File: config.mk
export PLATFORM = sky130hd
export DESIGN_NAME = evmon_unit
export DESIGN_NICKNAME = d
export VERILOG_FILES = /design/src/rtl/evmon_pkg.sv /design/src/rtl/evmon_counter.sv /design/src/rtl/evmon_prescale.sv /design/src/rtl/evmon_ctrl.sv /design/src/rtl/evmon_unit.sv
export SDC_FILE = /design/constraint.sdc
export NUM_CORES = 1
export LEC_CHECK = 0
export BUFFER_PORTS_ARGS = -buffer_cell sky130_fd_sc_hd__clkbuf_2
export CAP_MARGIN = 20
export CORE_ASPECT_RATIO = 0.5
export CORE_MARGIN = 2
export CORE_UTILIZATION = 31
export CTS_CLUSTER_SIZE = 25
export DETAILED_ROUTE_END_ITERATION = 7
export SYNTH_ARGS = -nofsm -noshare
export SYNTH_HDL_FRONTEND = slang
export SYNTH_SLANG_ARGS = --single-unit
File: constraint.sdc
create_clock -name clk -period 3.3 [get_ports clk]
set_clock_uncertainty 0.05 [all_clocks]
set_input_delay 0.66 -clock clk [delete_from_list [all_inputs] [get_ports clk]]
set_output_delay 0.66 -clock clk [all_outputs]
set_load 0.1 [all_outputs]
File: src/rtl/evmon_pkg.sv
package evmon_pkg;
   // control word field positions (decoded by software, so fixed)
   localparam int unsigned CTL_W      = 32;
   localparam int unsigned SEL_W      = 8;
   localparam int unsigned B_RUN      = 0;
   localparam int unsigned B_ZEVT     = 1;
   localparam int unsigned B_ZCYC     = 2;
   localparam int unsigned B_SLOW     = 3;
   localparam int unsigned B_IEN_LO   = 4;
   localparam int unsigned B_OVF_LO   = 8;
   localparam int unsigned B_SEL1_LO  = 12;
   localparam int unsigned B_SEL0_LO  = 20;
   localparam int unsigned N_CNT      = 3;
   // counter slot order shared by enables and flags
   localparam int unsigned IX_EV0     = 0;
   localparam int unsigned IX_EV1     = 1;
   localparam int unsigned IX_CYC     = 2;

   typedef enum logic [1:0] {
      A_CTRL = 2'd0,
      A_CYC  = 2'd1,
      A_EV0  = 2'd2,
      A_EV1  = 2'd3
   } evmon_addr_e;
endpackage

File: src/rtl/evmon_counter.sv
module evmon_counter #(
   parameter int unsigned CNT_W = 32
) (
   input  logic             clk,
   input  logic             rst_n,
   input  logic             inc,
   input  logic             clr,
   input  logic             load,
   input  logic [CNT_W-1:0] load_val,
   output logic [CNT_W-1:0] value,
   output logic             wrap
);
   localparam logic [CNT_W-1:0] ALL_ONES = {CNT_W{1'b1}};

   always_ff @(posedge clk or negedge rst_n) begin
      if (!rst_n)      value <= '0;
      else if (load)   value <= load_val;
      else if (clr)    value <= '0;
      else if (inc)    value <= value + 1'b1;
   end

   assign wrap = inc && !load && !clr && (value == ALL_ONES);

   // nothing but a command moves the count
   a_r3_hold: assert property (@(posedge clk) disable iff (!rst_n)
      (!inc && !clr && !load) |=> $stable(value));
   // a load lands exactly
   a_r8_load: assert property (@(posedge clk) disable iff (!rst_n)
      load |=> (value == $past(load_val)));
endmodule

File: src/rtl/evmon_prescale.sv
module evmon_prescale #(
   parameter int unsigned DIV_LOG2 = 6
) (
   input  logic clk,
   input  logic rst_n,
   input  logic run,
   input  logic clr,
   output logic tick
);
   generate
      if (DIV_LOG2 == 0) begin : g_bypass
         assign tick = run;
      end else begin : g_div
         logic [DIV_LOG2-1:0] pre_q;
         always_ff @(posedge clk or negedge rst_n) begin
            if (!rst_n)    pre_q <= '0;
            else if (clr)  pre_q <= '0;
            else if (run)  pre_q <= pre_q + 1'b1;
         end
         assign tick = run && (pre_q == {DIV_LOG2{1'b1}});

         // the prescaler only moves while running
         a_r5_pre_hold: assert property (@(posedge clk) disable iff (!rst_n)
            (!run && !clr) |=> $stable(pre_q));
      end
   endgenerate
endmodule

File: src/rtl/evmon_ctrl.sv
module evmon_ctrl
   import evmon_pkg::*;
(
   input  logic             clk,
   input  logic             rst_n,
   input  logic             wr_ctrl,
   input  logic [CTL_W-1:0] wdata,
   input  logic [N_CNT-1:0] wrap,
   output logic             run_en,
   output logic             slow_cyc,
   output logic [SEL_W-1:0] sel0,
   output logic [SEL_W-1:0] sel1,
   output logic             clr_cyc,
   output logic             clr_evt,
   output logic [CTL_W-1:0] ctrl_word,
   output logic             irq
);
   logic [N_CNT-1:0] ien_q;
   logic [N_CNT-1:0] ovf_q;
   logic [N_CNT-1:0] w1c;

   always_ff @(posedge clk or negedge rst_n) begin
      if (!rst_n) begin
         run_en   <= 1'b0;
         slow_cyc <= 1'b0;
         ien_q    <= '0;
         sel0     <= '0;
         sel1     <= '0;
      end else if (wr_ctrl) begin
         run_en   <= wdata[B_RUN];
         slow_cyc <= wdata[B_SLOW];
         ien_q    <= wdata[B_IEN_LO +: N_CNT];
         sel0     <= wdata[B_SEL0_LO +: SEL_W];
         sel1     <= wdata[B_SEL1_LO +: SEL_W];
      end
   end

   assign w1c = wr_ctrl ? wdata[B_OVF_LO +: N_CNT] : '0;

   // hardware set wins over a software clear in the same cycle
   always_ff @(posedge clk or negedge rst_n) begin
      if (!rst_n) ovf_q <= '0;
      else        ovf_q <= (ovf_q & ~w1c) | wrap;
   end

   assign clr_cyc = wr_ctrl && wdata[B_ZCYC];
   assign clr_evt = wr_ctrl && wdata[B_ZEVT];
   assign irq     = |(ovf_q & ien_q);

   always_comb begin
      ctrl_word                          = '0;
      ctrl_word[B_RUN]                   = run_en;
      ctrl_word[B_SLOW]                  = slow_cyc;
      ctrl_word[B_IEN_LO +: N_CNT]       = ien_q;
      ctrl_word[B_OVF_LO +: N_CNT]       = ovf_q;
      ctrl_word[B_SEL1_LO +: SEL_W]      = sel1;
      ctrl_word[B_SEL0_LO +: SEL_W]      = sel0;
   end

   // a wrap always leaves its flag set
   a_r9_flag_on_wrap: assert property (@(posedge clk) disable iff (!rst_n)
      (|wrap) |=> ((ovf_q & $past(wrap)) == $past(wrap)));
   // written ones clear flags absent a wrap
   a_r10_w1c: assert property (@(posedge clk) disable iff (!rst_n)
      (wr_ctrl && wrap == '0) |=> ((ovf_q & $past(wdata[B_OVF_LO +: N_CNT])) == '0));
   // an enabled wrap raises the interrupt
   a_r11_irq_rise: assert property (@(posedge clk) disable iff (!rst_n)
      (!wr_ctrl && |(wrap & ien_q)) |=> irq);
endmodule

File: src/rtl/evmon_unit.sv
module evmon_unit
   import evmon_pkg::*;
#(
   parameter int unsigned CNT_W    = 32,
   parameter int unsigned NUM_EVT  = 16,
   parameter int unsigned DIV_LOG2 = 6
) (
   input  logic               clk,
   input  logic               rst_n,
   input  logic               wr_en,
   input  logic [1:0]         wr_addr,
   input  logic [31:0]        wr_data,
   input  logic [1:0]         rd_addr,
   output logic [31:0]        rd_data,
   input  logic [NUM_EVT-1:0] evt_in,
   output logic               irq_o
);
   localparam int unsigned SEL_SPAN = 1 << SEL_W;

   generate
      if (CNT_W < 2 || CNT_W > CTL_W) begin : g_bad_w
         $error("evmon_unit: CNT_W must lie in 2..32");
      end
      if (NUM_EVT < 1 || NUM_EVT > SEL_SPAN) begin : g_bad_evt
         $error("evmon_unit: NUM_EVT must lie in 1..256");
      end
      if (DIV_LOG2 > 16) begin : g_bad_div
         $error("evmon_unit: DIV_LOG2 too large");
      end
   endgenerate

   logic               wr_ctrl;
   logic               run_en, slow_cyc, clr_cyc, clr_evt, cyc_tick;
   logic [SEL_W-1:0]   sel0, sel1;
   logic [CTL_W-1:0]   ctrl_word;
   logic [SEL_SPAN-1:0] evt_pad;
   logic [N_CNT-1:0]   inc, clr, load, wrap;
   logic [CNT_W-1:0]   cnt_val [N_CNT];

   assign wr_ctrl = wr_en && (wr_addr == A_CTRL);

   evmon_ctrl u_ctrl (
      .clk, .rst_n, .wr_ctrl, .wdata(wr_data), .wrap,
      .run_en, .slow_cyc, .sel0, .sel1, .clr_cyc, .clr_evt,
      .ctrl_word, .irq(irq_o)
   );

   evmon_prescale #(.DIV_LOG2(DIV_LOG2)) u_pre (
      .clk, .rst_n, .run(run_en && slow_cyc), .clr(clr_cyc), .tick(cyc_tick)
   );

   // unselected selector values land on tied-off zero lines
   generate
      if (NUM_EVT == SEL_SPAN) begin : g_full
         assign evt_pad = evt_in;
      end else begin : g_pad
         assign evt_pad = {{(SEL_SPAN-NUM_EVT){1'b0}}, evt_in};
      end
   endgenerate

   assign inc[IX_EV0] = run_en && evt_pad[sel0];
   assign inc[IX_EV1] = run_en && evt_pad[sel1];
   assign inc[IX_CYC] = run_en && (slow_cyc ? cyc_tick : 1'b1);
   assign clr[IX_EV0] = clr_evt;
   assign clr[IX_EV1] = clr_evt;
   assign clr[IX_CYC] = clr_cyc;
   assign load[IX_EV0] = wr_en && (wr_addr == A_EV0);
   assign load[IX_EV1] = wr_en && (wr_addr == A_EV1);
   assign load[IX_CYC] = wr_en && (wr_addr == A_CYC);

   generate
      for (genvar i = 0; i < N_CNT; i++) begin : g_cnt
         evmon_counter #(.CNT_W(CNT_W)) u_cnt (
            .clk, .rst_n, .inc(inc[i]), .clr(clr[i]), .load(load[i]),
            .load_val(wr_data[CNT_W-1:0]), .value(cnt_val[i]), .wrap(wrap[i])
         );
      end
   endgenerate

   always_comb begin
      unique case (rd_addr)
         A_CTRL:  rd_data = ctrl_word;
         A_CYC:   rd_data = 32'(cnt_val[IX_CYC]);
         A_EV0:   rd_data = 32'(cnt_val[IX_EV0]);
         default: rd_data = 32'(cnt_val[IX_EV1]);
      endcase
   end

   // reserved and command bits never read back set
   a_r2_wz: assert property (@(posedge clk) disable iff (!rst_n)
      (rd_addr == A_CTRL) |-> (rd_data[31:28] == 4'd0 && !rd_data[11] &&
                                !rd_data[7] && rd_data[2:1] == 2'd0));
   // cycle zeroing command empties the cycle counter
   a_r7_cyc_zero: assert property (@(posedge clk) disable iff (!rst_n)
      (wr_ctrl && wr_data[B_ZCYC]) |=> (cnt_val[IX_CYC] == '0));
   // event zeroing command empties both event counters
   a_r7_evt_zero: assert property (@(posedge clk) disable iff (!rst_n)
      (wr_ctrl && wr_data[B_ZEVT]) |=> (cnt_val[IX_EV0] == '0 && cnt_val[IX_EV1] == '0));
endmodule

==> flow_summary.ini, run 1 <==
[power_and_ir_drop]
p_per_area_nw_per_um2 = 551
p_sw_mw = 2.20
power.total_mw = 5.71
sequentialPowerShare = 0.375
switching_share = 0.385
pwr-share-clk = 0.319
pwr-share-comb = 0.305
internal_power_mw = 3.51
ir_drop_uv = 372
p_leak_nw = 4.13

[die]
io_pins = 88
placementRows = 42
fp.dieArea_sq_um = 28800
fp.dieW_microns = 238
die_y_microns = 121
core_area_sq_um = 26700
start_util = 0.318

[setup_path]
critPathKind = in2out
cp.arrival_ns = 2.21
cp-end-kind = output pin
startpoint_type = input port
cp_max_fo = 24
reg2reg_depth = 7
r2r-end = g_cnt[1].u_cnt.value[18]$_DFFE_PN0P_
r2r_slack_ns = 0.58
rr_startpoint = u_ctrl.sel1[0]$_DFFE_PN0P_
cp_data_required_time_ns = 2.59

[global_routing]
grt_antenna_before_repair = 0
grt_max_degree = 58
grt_pass1_vias = 8164
grt_pass1_wl_microns = 49500
grt_overflow = 0
grtUsageTotal = 0.229

[cts]
numCtsBuffers = 17
post_cts_resized = 0
cts_setup_buffers = 0
cts_max_level = 4
cts_tree = yes
cts-root-buf = clkbuf_16
clk_pin_slew_ns = 0.06
cts_buffer_depth = 2
cts.sink_count = 126
insertion_delay_ns = 0.43
cts_hold_buf = 0

[synth]
synth_compound_area_frac = 0.227
ys_warn_count = 0
synth-seq-cells = 126
synth_edf_count = 0
synth_nets = 1046
synth_xor_area_frac = 0.0134
syn_avg_cell_area_sq_um = 8.60
synth_top_family_by_area = compound AO/OA/AOI/OAI gates
synthFlopType = dfrtp_1
synthAdderAreaFrac = 0.00590
syn_inst = 987
seq_area_frac_synth = 0.372
syn_area_sq_um = 8490
synthMuxAreaShare = 0.121
synth.distinct_cells = 79
yosys.area_share.simple = 0.220
synthArstFlopShare = 1.00

[routing]
vias = 8618
drt_iter0_drc = 1175
vias_per_cell = 6.06
wire_per_inst_microns = 22.7
ant_nets = 0
firstDrtPassIters = 5
drc = 0
wl_microns = 32300

[timing]
fin_crit_ns = 2.92
setup_viol = 0
fin_hold_ws_ns = 0.141
finalHoldViolCount = 0
fin_crit_sh = 0.884
worst_pin_slew_ns = 0.861
max_freq_ghz = 0.343
slew_violations = 0
rsz0062_at_grt = no
finalSetupTns_ns = 0
slew_headroom = 0.426

[outcome]
status = finished clean

[layout]
seqCellArea_sq_um = 3150
postLayoutCoreUtil = 0.388
multi_input_area_sq_um = 4990
nets = 1117
final_common_cell = nand2_1
drive_gt1_frac = 0.206
num_antenna_cells = 0
fill_cells = 2650
layout_common_cells = nand2_1, a21oi_1, dfrtp_1
areaGrowthSynthToFinish_pct = 22.1

[min_path]
hold_class = in2async

[placement]
port_buffers = 87
dpl.hpwl_microns = 24200
place.gp.congestion = 0.969

[run]
maxCapViolations = 0
[layout make-up]
type | count | share of cell area
clock inverter | 14 | 0.0115
inverter | 19 | 0.00688
clock buffer | 18 | 0.0424
tap | 352 | 0.0425
multi-input combinational | 781 | 0.482
timing repair buffer | 113 | 0.110
sequential | 126 | 0.304
[metal layers]
metal | global-route usage | share of wire | wire (microns) | vias up
met4 | 0.104 | 0.039 | 1270 | 0
met1 | 0.312 | 0.42 | 13500 | 4184
met2 | 0.347 | 0.44 | 14300 | 501
li1 | - | - | - | 3834
met5 | 0 | 0 | 0 | -
met3 | 0.0512 | 0.099 | 3200 | 99
[cells by family after synthesis]
| logic type | count (synthesis) |
|---|---|
| xor+xnor | 13 |
| mux | 63 |
| fa+ha+maj | 4 |
| flops | 126 |
| compound gates | 317 |
| buf+inv | 80 |
| simple gates | 384 |
[power groups by stage]
| stage | clock network [mW] | registers [mW] | logic (mW) |
|---|---|---|---|
| 2_1_floorplan | 0 | 1.99 | 1.19 |
| 3_3_place_gp | 0 | 2.16 | 1.71 |
| 3_5_place_dp | 0 | 2.16 | 1.73 |
| 4_1_cts | 1.84 | 2.13 | 1.74 |
| 5_1_grt | 1.91 | 2.17 | 1.86 |
| 6_report | 1.82 | 2.14 | 1.74 |
[per-stage QoR]
step	area [sq um]	worst slack, ns	std cells
4_1_cts	10400	0.443	1423
6_report	10400	0.381	1423
2_1_floorplan	8490	0.0952	987
3_5_place_dp	9800	0.469	1391
5_1_grt	10400	0.318	1423
3_3_place_gp	9800	0.397	1391
[registers in the layout, indices dropped and copies added (netlist names)]
| name | cells |
|---|---|
| u_pre.g_div.pre_q | 6 |
| u_ctrl.sel1 | 8 |
| u_ctrl.run_en | 1 |
| u_ctrl.ien_q | 3 |
| u_ctrl.slow_cyc | 1 |
| u_ctrl.ovf_q | 3 |
| g_cnt.u_cnt.value | 96 |
| u_ctrl.sel0 | 8 |
[cells in the mapped netlist, types with 14 or more instances]
cell / number / area share
o31ai_1: 20 / 0.018
nor3_1: 21 / 0.012
o21ai_1: 40 / 0.024
inv_1: 19 / 0.0084
nand2_1: 151 / 0.067
clkbuf_1: 43 / 0.019
a21oi_1: 130 / 0.077
nand4_1: 22 / 0.016
mux2_2: 30 / 0.040
o21ai_0: 37 / 0.022
nor2_1: 58 / 0.026
dfrtp_1: 126 / 0.37
mux4_2: 27 / 0.072
and3_1: 14 / 0.010
nand3_1: 44 / 0.026
[critical path: stages]
cell	delay [ns]
clkbuf_2	0.64
nor2b_1	0.28
buf_4	0.18
a22o_1	0.23
buf_12	0.20
[worst max-delay path by stage]
stage               start          end  cells after the start
2_1_floorplan  rd_addr[1]   rd_data[3]                      3
3_3_place_gp   rd_addr[0]   rd_data[2]                      5
3_5_place_dp   rd_addr[1]  rd_data[15]                      4
4_1_cts        rd_addr[0]   rd_data[2]                      5
5_1_grt        rd_addr[0]   rd_data[2]                      5
6_report       rd_addr[0]  rd_data[11]                      5
Power figures use the tool's default switching activity.
==> run 2: changes to the inputs <==
==> constraint.sdc (replaced) <==
create_clock -name clk -period 2.7 [get_ports clk]
set_clock_uncertainty 0.05 [all_clocks]
set_input_delay 0.54 -clock clk [delete_from_list [all_inputs] [get_ports clk]]
set_output_delay 0.54 -clock clk [all_outputs]
set_load 0.1 [all_outputs]
==> run 2 against run 1 <==
Compared with the run above: global-route usage fell by 0.30 points; die area did not move; worst hold slack got worse by 0.14 ns.
==> flow_summary.ini, run 2 (synthesized netlist as in run 1, its figures left out) <==
[outcome]
status = finished clean

[routing]
vias_per_cell = 6.03
vias = 8638
ant_nets = 0
wire_per_inst_microns = 22.4
firstDrtPassIters = 5
drc = 0
wl_microns = 32100
drt_iter0_drc = 1041

[die]
core_area_sq_um = 26700
io_pins = 88
placementRows = 42
start_util = 0.318
fp.dieArea_sq_um = 28800
fp.dieW_microns = 238
die_y_microns = 121

[placement]
place.gp.congestion = 0.945
dpl_cell_area_sq_um = 9940
port_buffers = 87
pre_cts_slack_ns = 0.149
dpl.hpwl_microns = 24100

[setup_path]
crit_chain = nand4_2 > or4_4 > or4_4 > or4_1 > nand3_1
startpoint_type = flip-flop
max_stage_delay_ns = 0.62
cp-end-kind = flip-flop
cp_data_required_time_ns = 3.01
cp.arrival_ns = 2.92
cpMostUsedCell = or4_4
cp_max_fo = 6
crit_path_top_delay_cell = dfrtp_1
critPathKind = reg2reg

[timing]
fin_crit_sh = 0.964
slew_headroom = 0.602
slew_violations = 0
finalSetupTns_ns = 0
finalHoldViolCount = 0
finalWorstSetupSlack_ns = 0.0971
setup_viol = 0
fin_crit_ns = 2.60
max_freq_ghz = 0.384
rsz0062_at_grt = no
worst_pin_slew_ns = 0.595

[power_and_ir_drop]
p_leak_nw = 4.21
switching_share = 0.377
p_sw_mw = 2.63
internal_power_mw = 4.35
pwr-share-clk = 0.307
ir_drop_uv = 481
pwr-share-comb = 0.319
sequentialPowerShare = 0.374
p_per_area_nw_per_um2 = 667
power.total_mw = 6.99

[global_routing]
grt_max_degree = 50
grt_pass1_vias = 8079
grt_antenna_before_repair = 1
grt_overflow = 0
grt_pass1_wl_microns = 48800
grtUsageTotal = 0.226

[cts]
cts_tree = yes
cts_hold_buf = 0
cts_buffer_depth = 2
numCtsBuffers = 17
cts-root-buf = clkbuf_16
cts_setup_buffers = 0
cts_max_level = 4
clk_pin_slew_ns = 0.05
post_cts_resized = 0
cts.sink_count = 126
insertion_delay_ns = 0.43

[layout]
reg_top3 = g_cnt.u_cnt.value x96, u_ctrl.sel0 x8, u_ctrl.sel1 x8
regMostFlops = g_cnt.u_cnt.value
layout_common_cells = nand2_1, a21oi_1, dfrtp_1
postLayoutCoreUtil = 0.392
nets = 1133
final_area_sq_um = 10500
fill_cells = 2610
areaGrowthSynthToFinish_pct = 23.4
drive_gt1_frac = 0.214
num_antenna_cells = 0
final_common_cell = nand2_1
largest_reg_flops = 96

[min_path]
hold_class = in2async

[run]
maxCapViolations = 0
## run 2: cell count changes in the layout (fill, tap and decap cells not counted), moves of 2 or more
| cell | before | now |
|---|---|---|
| buf_12 | 34 | 36 |
| buf_4 | 24 | 38 |
| clkbuf_8 | 1 | 7 |
| clkinv_2 | 5 | 1 |
| clkinvlp_4 | 5 | 0 |
| inv_6 | 2 | 0 |
## run 2: worst max-delay path, delay by kind of cell (launching register included)
family           cells  cell delay, ns
and+or+nand+nor      5            1.87
DFF                  1            0.62
## run 2: area by class of cell
cell class / count / area [sq um] / area share
clock inverter: 1 / 5.00 / 0.000478
timing repair buffer: 129 / 1290 / 0.123
multi-input combinational: 781 / 4990 / 0.476
clock buffer: 25 / 526 / 0.0502
tap: 352 / 440 / 0.0421
inverter: 19 / 71.3 / 0.00681
sequential: 126 / 3150 / 0.301
## run 2: power groups by stage
stage                     clock, mW  combinational (mW)  sequential [mW]
after floorplan                   0                1.46             2.43
after global placement            0                2.19             2.60
after detailed placement          0                2.21             2.62
after CTS                      2.16                2.22             2.59
after global routing           2.24                2.36             2.65
final                          2.14                2.23             2.61
## run 2: metrics by stage
step / hold WS [ns] / cells
floorplan: 0.194 / 987
global placement: 0.457 / 1407
detailed placement: 0.467 / 1407
CTS: 0.0225 / 1433
global route: 0.0399 / 1433
finish: 0.000390 / 1433
## run 2: layer usage
metal	routed length [microns]	GRT usage
met1	13700	0.320
met2	13700	0.329
met3	3900	0.0680
met4	743	0.0680
met5	0	0
## run 2: worst paths after layout
path / end / cells past startpoint / slack [ns] / startpoint
worst max-delay path: g_cnt[0].u_cnt.value[30]$_DFFE_PN0P_ / 5 / 0.1 / g_cnt[0].u_cnt.value[7]$_DFFE_PN0P_
worst min-delay path: g_cnt[2].u_cnt.value[22]$_DFFE_PN0P_ / 1 / 0.0004 / rst_n
worst max register to register: g_cnt[0].u_cnt.value[30]$_DFFE_PN0P_ / 5 / 0.1 / g_cnt[0].u_cnt.value[7]$_DFFE_PN0P_
worst min register to register: u_ctrl.sel0[4]$_DFFE_PN0P_ / 1 / 0.49 / u_ctrl.sel0[4]$_DFFE_PN0P_
max in group asynchronous: g_cnt[0].u_cnt.value[0]$_DFFE_PN0P_ / 2 / 1.85 / rst_n
min in group clk: g_cnt[2].u_cnt.value[28]$_DFFE_PN0P_ / 3 / 0.42 / wr_data[28]
==> run 3: changes to the inputs <==
--- a/config.mk
+++ b/config.mk
@@ -7,11 +7,14 @@
 export LEC_CHECK = 0
 export BUFFER_PORTS_ARGS = -buffer_cell sky130_fd_sc_hd__clkbuf_2
 export CAP_MARGIN = 20
+export CELL_PAD_IN_SITES_DETAIL_PLACEMENT = 0
+export CELL_PAD_IN_SITES_GLOBAL_PLACEMENT = 1
 export CORE_ASPECT_RATIO = 0.5
 export CORE_MARGIN = 2
 export CORE_UTILIZATION = 31
 export CTS_CLUSTER_SIZE = 25
 export DETAILED_ROUTE_END_ITERATION = 7
+export PLACE_DENSITY_LB_ADDON = 0.1
 export SYNTH_ARGS = -nofsm -noshare
 export SYNTH_HDL_FRONTEND = slang
 export SYNTH_SLANG_ARGS = --single-unit
==> run 3 against run 2 <==
Compared with the run above: clock-buffer cell count down 4; combinational power up 4%; cell count up 0.91%; design area up 1.9%; register-to-register slack better by 0.03 ns; sequential power about the same; routed wire length up 14%; maximum frequency up 1.2%; critical path type unchanged; critical endpoint unchanged; highest routed layer unchanged.
==> flow_summary.ini, run 3 (synthesized netlist as in run 1, its figures left out) <==
[timing]
worst_pin_slew_ns = 0.755
finalWorstSetupSlack_ns = 0.127
slew_violations = 0
finalHoldViolCount = 0
slew_headroom = 0.495
fin_crit_sh = 0.953
setup_viol = 0
fin_hold_ws_ns = 0.0272
max_freq_ghz = 0.389
rsz0062_at_grt = no
finalSetupTns_ns = 0
fin_crit_ns = 2.57

[cts]
cts_hold_buf = 0
clk_pin_slew_ns = 0.06
cts.sink_count = 126
insertion_delay_ns = 0.44
cts_setup_buffers = 0
cts_max_level = 4
cts_tree = yes
cts_buffer_depth = 2
post_cts_resized = 0
cts-root-buf = clkbuf_16
numCtsBuffers = 17

[layout]
reg_top3 = g_cnt.u_cnt.value x96, u_ctrl.sel0 x8, u_ctrl.sel1 x8
nets = 1140
num_antenna_cells = 0
postLayoutCoreUtil = 0.400
regMostFlops = g_cnt.u_cnt.value
final_common_cell = nand2_1
drive_gt1_frac = 0.222
layout_common_cells = nand2_1, a21oi_1, dfrtp_1
areaGrowthSynthToFinish_pct = 25.7
seqCellArea_sq_um = 3150
multi_input_area_sq_um = 4990
largest_reg_flops = 96
fill_cells = 2671

[setup_path]
critPathKind = reg2reg
startpoint = g_cnt[0].u_cnt.value[1]$_DFFE_PN0P_
r2r-end = g_cnt[0].u_cnt.value[30]$_DFFE_PN0P_
crit_chain = ha_1 > nand2_2 > or4_4 > or4_4 > or4_1 > nand3_1
reg2reg_depth = 6
rr_startpoint = g_cnt[0].u_cnt.value[1]$_DFFE_PN0P_
startpoint_type = flip-flop
cp_max_fo = 6
r2r_slack_ns = 0.13
cp-end-kind = flip-flop
crit_path_top_delay_cell = or4_4
max_stage_delay_ns = 0.59
cp_data_required_time_ns = 3.02
cpMostUsedCell = or4_4
cp.arrival_ns = 2.89

[die]
io_pins = 88
fp.dieW_microns = 238
placementRows = 42
start_util = 0.318
die_y_microns = 121
fp.dieArea_sq_um = 28800
core_area_sq_um = 26700

[run]
maxCapViolations = 0

[routing]
ant_nets = 0
wl_met3_microns = 3520
wl_microns = 36600
drt_iter0_drc = 957
firstDrtPassIters = 5
wire_per_inst_microns = 25.3
drc = 0
top_layer = met4
vias_per_cell = 5.98
vias = 8651
met1_length_microns = 18700
wl_met2_microns = 14100

[outcome]
status = finished clean

[global_routing]
grtUsageTotal = 0.259
grt_max_degree = 50
grt_pass1_wl_microns = 53600
grt_pass1_vias = 7823
grt_antenna_before_repair = 2
grt_overflow = 0

[power_and_ir_drop]
p_per_area_nw_per_um2 = 708
power.total_mw = 7.55
ir_drop_uv = 461
p_leak_nw = 4.30

[min_path]
hold_class = in2async

[placement]
place.gp.congestion = 0.875
pre_cts_slack_ns = 0.175
dpl.hpwl_microns = 27700
port_buffers = 87
==> run 3: worst max path at each step <==
stage / end / slack [ns] / cells after the start
CTS: g_cnt[0].u_cnt.value[30]$_DFFE_PN0P_ / 0.16 / 6
global placement: g_cnt[0].u_cnt.value[30]$_DFFE_PN0P_ / 0.18 / 6
finish: g_cnt[0].u_cnt.value[30]$_DFFE_PN0P_ / 0.13 / 6
detailed placement: g_cnt[0].u_cnt.value[30]$_DFFE_PN0P_ / 0.18 / 6
global route: g_cnt[0].u_cnt.value[28]$_DFFE_PN0P_ / 0.04 / 7
floorplan: rd_data[10] / 0.03 / 4
==> run 3: through the flow <==
| stage | area (sq um) | cells |
|---|---|---|
| floorplan | 8490 | 987 |
| global placement | 10000 | 1414 |
| detailed placement | 10000 | 1414 |
| CTS | 10700 | 1446 |
| global route | 10700 | 1446 |
| finish | 10700 | 1446 |
==> run 3: layer usage <==
layer / vias up / track usage
met5: - / 0
met4: 0 / 0.0531
met3: 24 / 0.0751
met2: 361 / 0.330
met1: 4387 / 0.416
li1: 3879 / -
==> run 3: power breakdown <==
| group | leakage, nW | switching, mW | internal, mW |
|---|---|---|---|
| sequential | 1.65 | 0.444 | 2.16 |
| clock | 0.309 | 0.952 | 1.68 |
| combinational | 2.34 | 1.41 | 0.902 |
==> run 3: layout make-up <==
class                           count  share of cell area
Multi-Input combinational cell    781               0.468
Sequential cell                   126               0.296
Timing Repair Buffer              136               0.128
Clock buffer                       21              0.0432
Tap cell                          352              0.0413
Clock inverter                     11              0.0176
Inverter                           19             0.00669
==> run 3: critical path, delay by kind of cell, from the launching register on <==
kind / cells / cell delay (ns)
adder cells (fa/ha/maj): 1 / 0.23
flip-flops: 1 / 0.44
AND/OR/NAND/NOR: 5 / 1.77
